File: config.mk
export PLATFORM = sky130hd
export DESIGN_NAME = uart9_port
export DESIGN_NICKNAME = d
export VERILOG_FILES = /design/src/rtl/uart9_pkg.sv /design/src/rtl/uart9_tx.sv /design/src/rtl/uart9_rx.sv /design/src/rtl/uart9_port.sv
export SDC_FILE = /design/constraint.sdc
export NUM_CORES = 1
export LEC_CHECK = 0
export BUFFER_PORTS_ARGS = -buffer_cell sky130_fd_sc_hd__clkbuf_2
export CAP_MARGIN = 0
export CORE_ASPECT_RATIO = 1.2
export CORE_MARGIN = 5
export CORE_UTILIZATION = 55
export DETAILED_ROUTE_END_ITERATION = 12
export GPL_ROUTABILITY_DRIVEN = 0
export PLACE_DENSITY = 0.77
export SETUP_SLACK_MARGIN = 0.5
export SLEW_MARGIN = 20
export SYNTH_ARGS = -nofsm -noshare
export SYNTH_HDL_FRONTEND = slang
export SYNTH_SLANG_ARGS = --single-unit
File: constraint.sdc
create_clock -name clk -period 3.2 [get_ports clk]
set_input_delay 0.64 -clock clk [delete_from_list [all_inputs] [get_ports clk]]
set_output_delay 0.64 -clock clk [all_outputs]
set_load 0.005 [all_outputs]
File: src/rtl/uart9_pkg.sv
`timescale 1ns/1ps
package uart9_pkg;
    localparam int DATA_W = 8;
    localparam int OVS    = 16;

    // Control/status register, MSB first
    typedef struct packed {
        logic mode_hi;
        logic mode_lo;
        logic mp_en;
        logic rx_en;
        logic tx_bit9;
        logic rx_bit9;
        logic tx_done;
        logic rx_done;
    } ctl_t;

    typedef enum logic [1:0] {
        RX_IDLE,
        RX_START,
        RX_DATA,
        RX_STOP
    } rx_state_e;

    // Nine-bit frame when the upper mode bit is set
    function automatic logic frame_is_nine(input ctl_t c);
        return c.mode_hi;
    endfunction
endpackage

File: src/rtl/uart9_tx.sv
`timescale 1ns/1ps
module uart9_tx
    import uart9_pkg::*;
#(
    parameter int DW = DATA_W,
    parameter int OV = OVS
) (
    input  logic          clk,
    input  logic          rst,
    input  logic          tick,
    input  logic          start,
    input  logic          nine,
    input  logic          bit9,
    input  logic [DW-1:0] data,
    output logic          txd,
    output logic          done
);
    localparam int FW = DW + 3;
    localparam int CW = $clog2(OV);
    localparam int BW = $clog2(FW + 1);

    logic [FW-1:0] sreg;
    logic [CW-1:0] tcnt;
    logic [BW-1:0] left;
    logic          busy;

    always_ff @(posedge clk) begin
        done <= 1'b0;
        if (rst) begin
            sreg <= '1;
            tcnt <= '0;
            left <= '0;
            busy <= 1'b0;
        end else if (!busy) begin
            if (start) begin
                busy <= 1'b1;
                tcnt <= '0;
                if (nine) begin
                    sreg <= {1'b1, bit9, data, 1'b0};
                    left <= BW'(FW);
                end else begin
                    sreg <= {2'b11, data, 1'b0};
                    left <= BW'(FW - 1);
                end
            end
        end else if (tick) begin
            if (tcnt == CW'(OV - 1)) begin
                tcnt <= '0;
                sreg <= {1'b1, sreg[FW-1:1]};
                left <= left - BW'(1);
                if (left == BW'(1)) begin
                    busy <= 1'b0;
                    done <= 1'b1;
                end
            end else begin
                tcnt <= tcnt + CW'(1);
            end
        end
    end

    assign txd = busy ? sreg[0] : 1'b1;

    p_start_low_r2: assert property (@(posedge clk) disable iff (rst)
        (start && !busy) |=> (busy && !txd));
endmodule

File: src/rtl/uart9_rx.sv
`timescale 1ns/1ps
module uart9_rx
    import uart9_pkg::*;
#(
    parameter int DW = DATA_W,
    parameter int OV = OVS
) (
    input  logic          clk,
    input  logic          rst,
    input  logic          tick,
    input  logic          rxd,
    input  logic          en,
    input  logic          nine,
    input  logic          mp_en,
    input  logic          full,
    output logic          accept,
    output logic [DW-1:0] data,
    output logic          bit9
);
    localparam int CW   = $clog2(OV);
    localparam int BW   = $clog2(DW + 2);
    localparam int HALF = OV / 2 - 1;

    logic [1:0]    sync;
    logic          rxs;
    rx_state_e     st;
    logic [CW-1:0] tcnt;
    logic [BW-1:0] idx;
    logic [BW-1:0] last_idx;
    logic [DW:0]   sh;
    logic [DW-1:0] fdata;
    logic          mark;
    logic          keep;

    always_ff @(posedge clk) begin
        if (rst) sync <= 2'b11;
        else     sync <= {sync[0], rxd};
    end
    assign rxs = sync[1];

    assign last_idx = nine ? BW'(DW) : BW'(DW - 1);
    assign fdata    = nine ? sh[DW-1:0] : sh[DW:1];
    assign mark     = nine ? sh[DW] : rxs;
    assign keep     = !full && (!mp_en || mark);

    always_ff @(posedge clk) begin
        accept <= 1'b0;
        if (rst) begin
            st   <= RX_IDLE;
            tcnt <= '0;
            idx  <= '0;
            sh   <= '0;
            data <= '0;
            bit9 <= 1'b0;
        end else if (!en) begin
            st   <= RX_IDLE;
            tcnt <= '0;
        end else if (tick) begin
            unique case (st)
                RX_IDLE: if (!rxs) begin
                    st   <= RX_START;
                    tcnt <= '0;
                end
                RX_START: if (tcnt == CW'(HALF)) begin
                    tcnt <= '0;
                    idx  <= '0;
                    st   <= rxs ? RX_IDLE : RX_DATA;
                end else tcnt <= tcnt + CW'(1);
                RX_DATA: if (tcnt == CW'(OV - 1)) begin
                    tcnt <= '0;
                    sh   <= {rxs, sh[DW:1]};
                    idx  <= idx + BW'(1);
                    if (idx == last_idx) st <= RX_STOP;
                end else tcnt <= tcnt + CW'(1);
                RX_STOP: if (tcnt == CW'(OV - 1)) begin
                    tcnt <= '0;
                    st   <= RX_IDLE;
                    if (keep) begin
                        accept <= 1'b1;
                        data   <= fdata;
                        bit9   <= mark;
                    end
                end else tcnt <= tcnt + CW'(1);
                default: st <= RX_IDLE;
            endcase
        end
    end

    p_mp_filter_r9: assert property (@(posedge clk) disable iff (rst)
        (accept && $past(mp_en)) |-> bit9);
    p_overrun_drop_r11: assert property (@(posedge clk) disable iff (rst)
        accept |-> !$past(full));
endmodule

File: src/rtl/uart9_port.sv
`timescale 1ns/1ps
module uart9_port
    import uart9_pkg::*;
#(
    parameter int OV = OVS
) (
    input  logic              clk,
    input  logic              rst,
    input  logic              tick16,
    input  logic              bus_sel,
    input  logic              bus_we,
    input  logic              bus_addr,
    input  logic [DATA_W-1:0] bus_wdata,
    output logic [DATA_W-1:0] bus_rdata,
    input  logic              rxd,
    output logic              txd
);
    ctl_t              ctl;
    ctl_t              wctl;
    logic [DATA_W-1:0] rbuf;
    logic              wr_ctl;
    logic              wr_dat;
    logic              tx_set;
    logic              rx_acc;
    logic [DATA_W-1:0] rx_data;
    logic              rx_b9;

    assign wr_ctl = bus_sel && bus_we && !bus_addr;
    assign wr_dat = bus_sel && bus_we && bus_addr;
    assign wctl   = ctl_t'(bus_wdata);

    uart9_tx #(.DW(DATA_W), .OV(OV)) u_tx (
        .clk   (clk),
        .rst   (rst),
        .tick  (tick16),
        .start (wr_dat),
        .nine  (frame_is_nine(ctl)),
        .bit9  (ctl.tx_bit9),
        .data  (bus_wdata),
        .txd   (txd),
        .done  (tx_set)
    );

    uart9_rx #(.DW(DATA_W), .OV(OV)) u_rx (
        .clk    (clk),
        .rst    (rst),
        .tick   (tick16),
        .rxd    (rxd),
        .en     (ctl.rx_en),
        .nine   (frame_is_nine(ctl)),
        .mp_en  (ctl.mp_en),
        .full   (ctl.rx_done),
        .accept (rx_acc),
        .data   (rx_data),
        .bit9   (rx_b9)
    );

    // Hardware updates come last so they win over a same-cycle write
    always_ff @(posedge clk) begin
        if (rst) begin
            ctl  <= '0;
            rbuf <= '0;
        end else begin
            if (wr_ctl) ctl <= wctl;
            if (tx_set) ctl.tx_done <= 1'b1;
            if (rx_acc) begin
                ctl.rx_done <= 1'b1;
                ctl.rx_bit9 <= rx_b9;
                rbuf        <= rx_data;
            end
        end
    end

    assign bus_rdata = bus_addr ? rbuf : ctl;

    p_txdone_sticky_r4: assert property (@(posedge clk) disable iff (rst)
        (ctl.tx_done && !wr_ctl) |=> ctl.tx_done);
    p_txset_wins_r13: assert property (@(posedge clk) disable iff (rst)
        tx_set |=> ctl.tx_done);
    p_rxset_wins_r13: assert property (@(posedge clk) disable iff (rst)
        rx_acc |=> ctl.rx_done);
    p_rx_gated_r8: assert property (@(posedge clk) disable iff (rst)
        !ctl.rx_en |=> !rx_acc);
endmodule

# Word-level counts from Yosys, hierarchy flattened
# Cells that the tools add are included.
# word_totals
reg_bits,68
input_bits,15
out_inout_bits,9
wordCells,115
# op_classes
addsub,4
n_eq_ne,15
muxes,44
bitwise,6
n_reduce_logical,24
# ops
operator,n
$mux 4,14
$mux 11,4
$mux 8,2
$mux 1,13
$add 4x1->4 const B,3
$mux 2,6
$pmux 4 s3,1
$mux 10,1
$reduce_and 5->1,2
$eq 4x4->1 const B,2
$ne 2x1->1 const B,4
$pmux 2 s4,1
$pmux 4 s2,1
$reduce_bool 2->1,4
$ne 2x2->1 const B,3
$not 1->1,6
$reduce_and 6->1,1
$reduce_or 5->1,1
$eq 2x2->1 const B,2
$eq 4x1->1 const B,1
$eq 4x3->1 const B,1
$eq 4x4->1,1
$logic_and 1x1->1,4
$reduce_and 2->1,2
10 further kinds,13

# Longest topological paths before layout
# logic_depth
ltp_word,5
depth_mapped,6
ltp_nobuf,5

# Cells and area by module
# Synthesis repeated with hierarchy kept, for this count alone.
# unflattened
cells_unflattened,344
area_unflattened_um2,3214.3
# by_module_without_submodules
mod,n_inst,cells_per_inst,area_each_um2,seq_area_each_um2
uart9_rx,1,156,1480.2,620.6
uart9_tx,1,115,1027.2,400.4
uart9_port,1,73,706.9,320.3

# Worst setup path after synthesis
# No wires, ideal clock.
# synth_timing
path_type,in2reg
startpoint,in tick16
endpoint,reg u_rx.data[0]
setup_ps,136
arrival_time_ps,1784
t_required_ps,3064
setup_slack_ps,1280
cell_stages,5
path_buffers,2
cell_sequence,buf_2 nand4_2 a2111oi_4 buf_6 a211oi_2
# synth_via
elab_chain_cells,1
# synth_lines
item,line_no,text
start: declaration,uart9_port.sv:9,"input logic tick16,"
$reduce_and 5->1 (no source line),-,
end signal: assignment,uart9_rx.sv:80,data <= fdata;
end: declaration,uart9_rx.sv:17,"output logic [DW-1:0] data,"
# No other way between the ends.
# A chain may end at the register's enable or synchronous reset.

# Worst setup path after layout
# layout_timing
startpoint,reg u_tx.busy
endpoint,out txd
# layout_via
elab_chain_cells,1
# layout_lines
item,line_no,text
start: declaration,uart9_tx.sv:25,logic busy;
start signal: assignment,uart9_tx.sv:33,busy <= 1'b0;
start signal: assignment,uart9_tx.sv:36,busy <= 1'b1;
start signal: assignment,uart9_tx.sv:52,busy <= 1'b0;
$mux 1,uart9_tx.sv:61,assign txd = busy ? sreg[0] : 1'b1;
end: declaration,uart9_port.sv:16,output logic txd
# No other way between the ends.

==> results.json <==
{
  "status": "finished, final reports clean",
  "synth_common_cells": "dfxtp_1 (67), nor2_1 (51), mux2i_1 (36), a21oi_1 (14), clkbuf_1 (13)",
  "cts_tree": "built",
  "critical_path_required_ns": 2.56,
  "drv_slew": 0,
  "synth_cells": 330,
  "utilization_pct": 62.28,
  "dieArea_mm2": 0.007297,
  "ir_drop_mv": 0.4074,
  "slew_headroom_pct": 44.81,
  "postCtsSetupBuffers": 0,
  "num_rows": 30,
  "period_share_pct": 65.62,
  "critPathCaptureType": "primary output",
  "syn-num-nets": 350,
  "arrival_ns": 1.46,
  "synthArstFlopShare_pct": 0,
  "syn_area_mm2": 0.003125,
  "hp-class": "register to register",
  "layout.nets": 367,
  "ant_nets": 0,
  "fmax_mhz": 476.2,
  "place.port_buffers": 23,
  "clock_latency_ns": 0.36,
  "r2r_setup_slack_ns": 1.20,
  "yosys.area.top_type": "dfxtp_1",
  "dp_cells": 400,
  "hold_viol": 0,
  "ctsResizeCount": 0,
  "clockRootBuffer": "clkbuf_8",
  "wl_um": 6517,
  "setup_viol": 0,
  "first_pass_iters": 5,
  "ctsHoldBuffers": 0,
  "grt_usage_pct": 19.38,
  "start_kind": "register",
  "yosys_warnings": 0,
  "critPathKind": "register to primary output",
  "synth_cell_type_count": 53,
  "overflow": 0,
  "synth-edff-count": 0,
  "cts_buffers": 9,
  "ys_seq_area_share_pct": 42.91,
  "grt_pass1_wl_um": 11210,
  "die_h_um": 92.58,
  "power.density_mw_per_mm2": 500.0,
  "grt_setup_unrepaired": "no",
  "first_iter_violations": 162,
  "detail_route.vias_per_cell": 5.808,
  "syn_avg_cell_area_um2": 9.471,
  "path_max_fanout": 26,
  "timing.final.ws_setup_ns": 1.100,
  "max_cap_viol_count": 0,
  "first_global_vias": 2429,
  "io-pin-count": 24,
  "grt_max_degree": 64,
  "worst_pin_slew_ns": 0.8267,
  "drc": 0,
  "fin_skew_ns": 0.01021,
  "path_clk_slew_ns": 0.07,
  "ys.flop_type": "dfxtp_1",
  "antenna_cells_inserted": 0,
  "finalSetupTns_ns": 0,
  "antenna_found_initial": 0,
  "cts_htree_levels": 3,
  "syn2layout_area_growth_pct": 11.45,
  "finalPower_mw": 1.742,
  "drive_gt1_share_pct": 19.32,
  "coreArea_mm2": 0.005593,
  "min_period_ns": 2.100,
  "pre_cts_slack_ns": 1.047,
  "p_leak_nw": 1.311,
  "dieWidth_um": 78.82,
  "fill_cells": 454,
  "synthTopCellsByArea": "dfxtp_1 (43%), mux2i_1 (12%), nor2_1 (6.1%)",
  "numClockSinks": 67,
  "wl_per_cell_um": 15.67,
  "start_util_pct": 55.88,
  "vias": 2416,
  "clk_path_buf_depth": 2,
  "stdcell_count": 416,
  "dp_hpwl_um": 4474,
  "synth_top_area_share_pct": 42.91,
  "ys_seq_elements": 67,
  "synth.most_common_cell": "dfxtp_1"
}
[critical path, stage by stage (launching register included)]
cell and delay (ns):
dfxtp_1 0.86, nand2b_1 0.11, clkbuf_2 0.14
[power breakdown]
group          switching (mW)  total (mW)  internal [mW]
clock network           0.335       0.799          0.464
logic                  0.0489      0.0842         0.0353
registers              0.0132       0.858          0.845
[state kept, by name, summed over array words and instances (netlist names), named ones only]
register,cells
ctl,8
rbuf,8
u_rx.accept,1
u_rx.bit9,1
u_rx.data,8
u_rx.idx,4
u_rx.sh,9
u_rx.st,1
u_rx.sync,2
u_rx.tcnt,4
u_tx.busy,1
u_tx.done,1
u_tx.left,4
u_tx.sreg,10
u_tx.tcnt,4
[final timing paths]
check,start,end,depth (start not counted)
hold / removal,u_rx.sync[0]$_SDFF_PP1_,u_rx.sync[1]$_SDFF_PP1_,1
hold reg to reg,u_rx.sync[0]$_SDFF_PP1_,u_rx.sync[1]$_SDFF_PP1_,1
setup reg to reg,u_tx.busy$_SDFF_PP0_,u_tx.sreg[8]$_SDFFE_PP1P_,4
setup / recovery,u_tx.busy$_SDFF_PP0_,txd,2
[area by class of cell]
class | count | area (µm²) | share of cell area (%)
tap | 64 | 80.08 | 2.299
clock buffer | 11 | 141.4 | 4.059
multi-input combinational | 236 | 1668 | 47.88
clock inverter | 5 | 85.08 | 2.443
timing repair buffer | 27 | 145.1 | 4.167
sequential | 67 | 1341 | 38.51
inverter | 6 | 22.52 | 0.6466
[cells by family after synthesis]
kind of cell               synth area share (%)
AOI/OAI and AO/OA                         17.49
xor gates and xnor gates                 0.5606
adders and majority gates                 2.002
buffers and inverters                     3.883
DFF                                       42.91
muxes                                     14.77
and+or+nand+nor                           18.37
[routing by layer]
layer	vias up	share of wire, %	global-route usage (%)
met1	1156	46	23.90
met4	0	2.0	7.450
met2	35	49	32.08
li1	1216	-	-
met5	-	0	0
met3	9	2.9	5.253
[layout by cell type, fill, tap and decap left out, types with 3 or more instances in the layout]
master | Yosys | routed
dfxtp_1 | 67 | 67
nor2_1 | 51 | 51
mux2i_1 | 36 | 36
clkbuf_2 | 0 | 23
a21oi_1 | 14 | 14
o21bai_1 | 11 | 11
clkbuf_8 | 0 | 10
mux2_2 | 9 | 9
nand2_1 | 9 | 9
nand3_1 | 9 | 9
nor2b_1 | 9 | 9
a211oi_1 | 8 | 8
a211oi_2 | 8 | 8
o21ai_0 | 7 | 7
inv_1 | 6 | 6
ha_1 | 5 | 5
nand2b_1 | 4 | 4
or4_1 | 4 | 4
nor3_1 | 5 | 4
a31oi_1 | 4 | 4
buf_4 | 2 | 4
a22oi_1 | 3 | 3
nand3b_1 | 3 | 3
[per-stage QoR]
step | instance area [µm²] | hold slack (ns)
CTS | 3483 | 0.4403
finish | 3483 | 0.4283
floorplan | 3126 | 0.3895
global route | 3483 | 0.4487
global placement | 3257 | 0.4103
detailed placement | 3257 | 0.4220
Power figures use the tool's default switching activity.
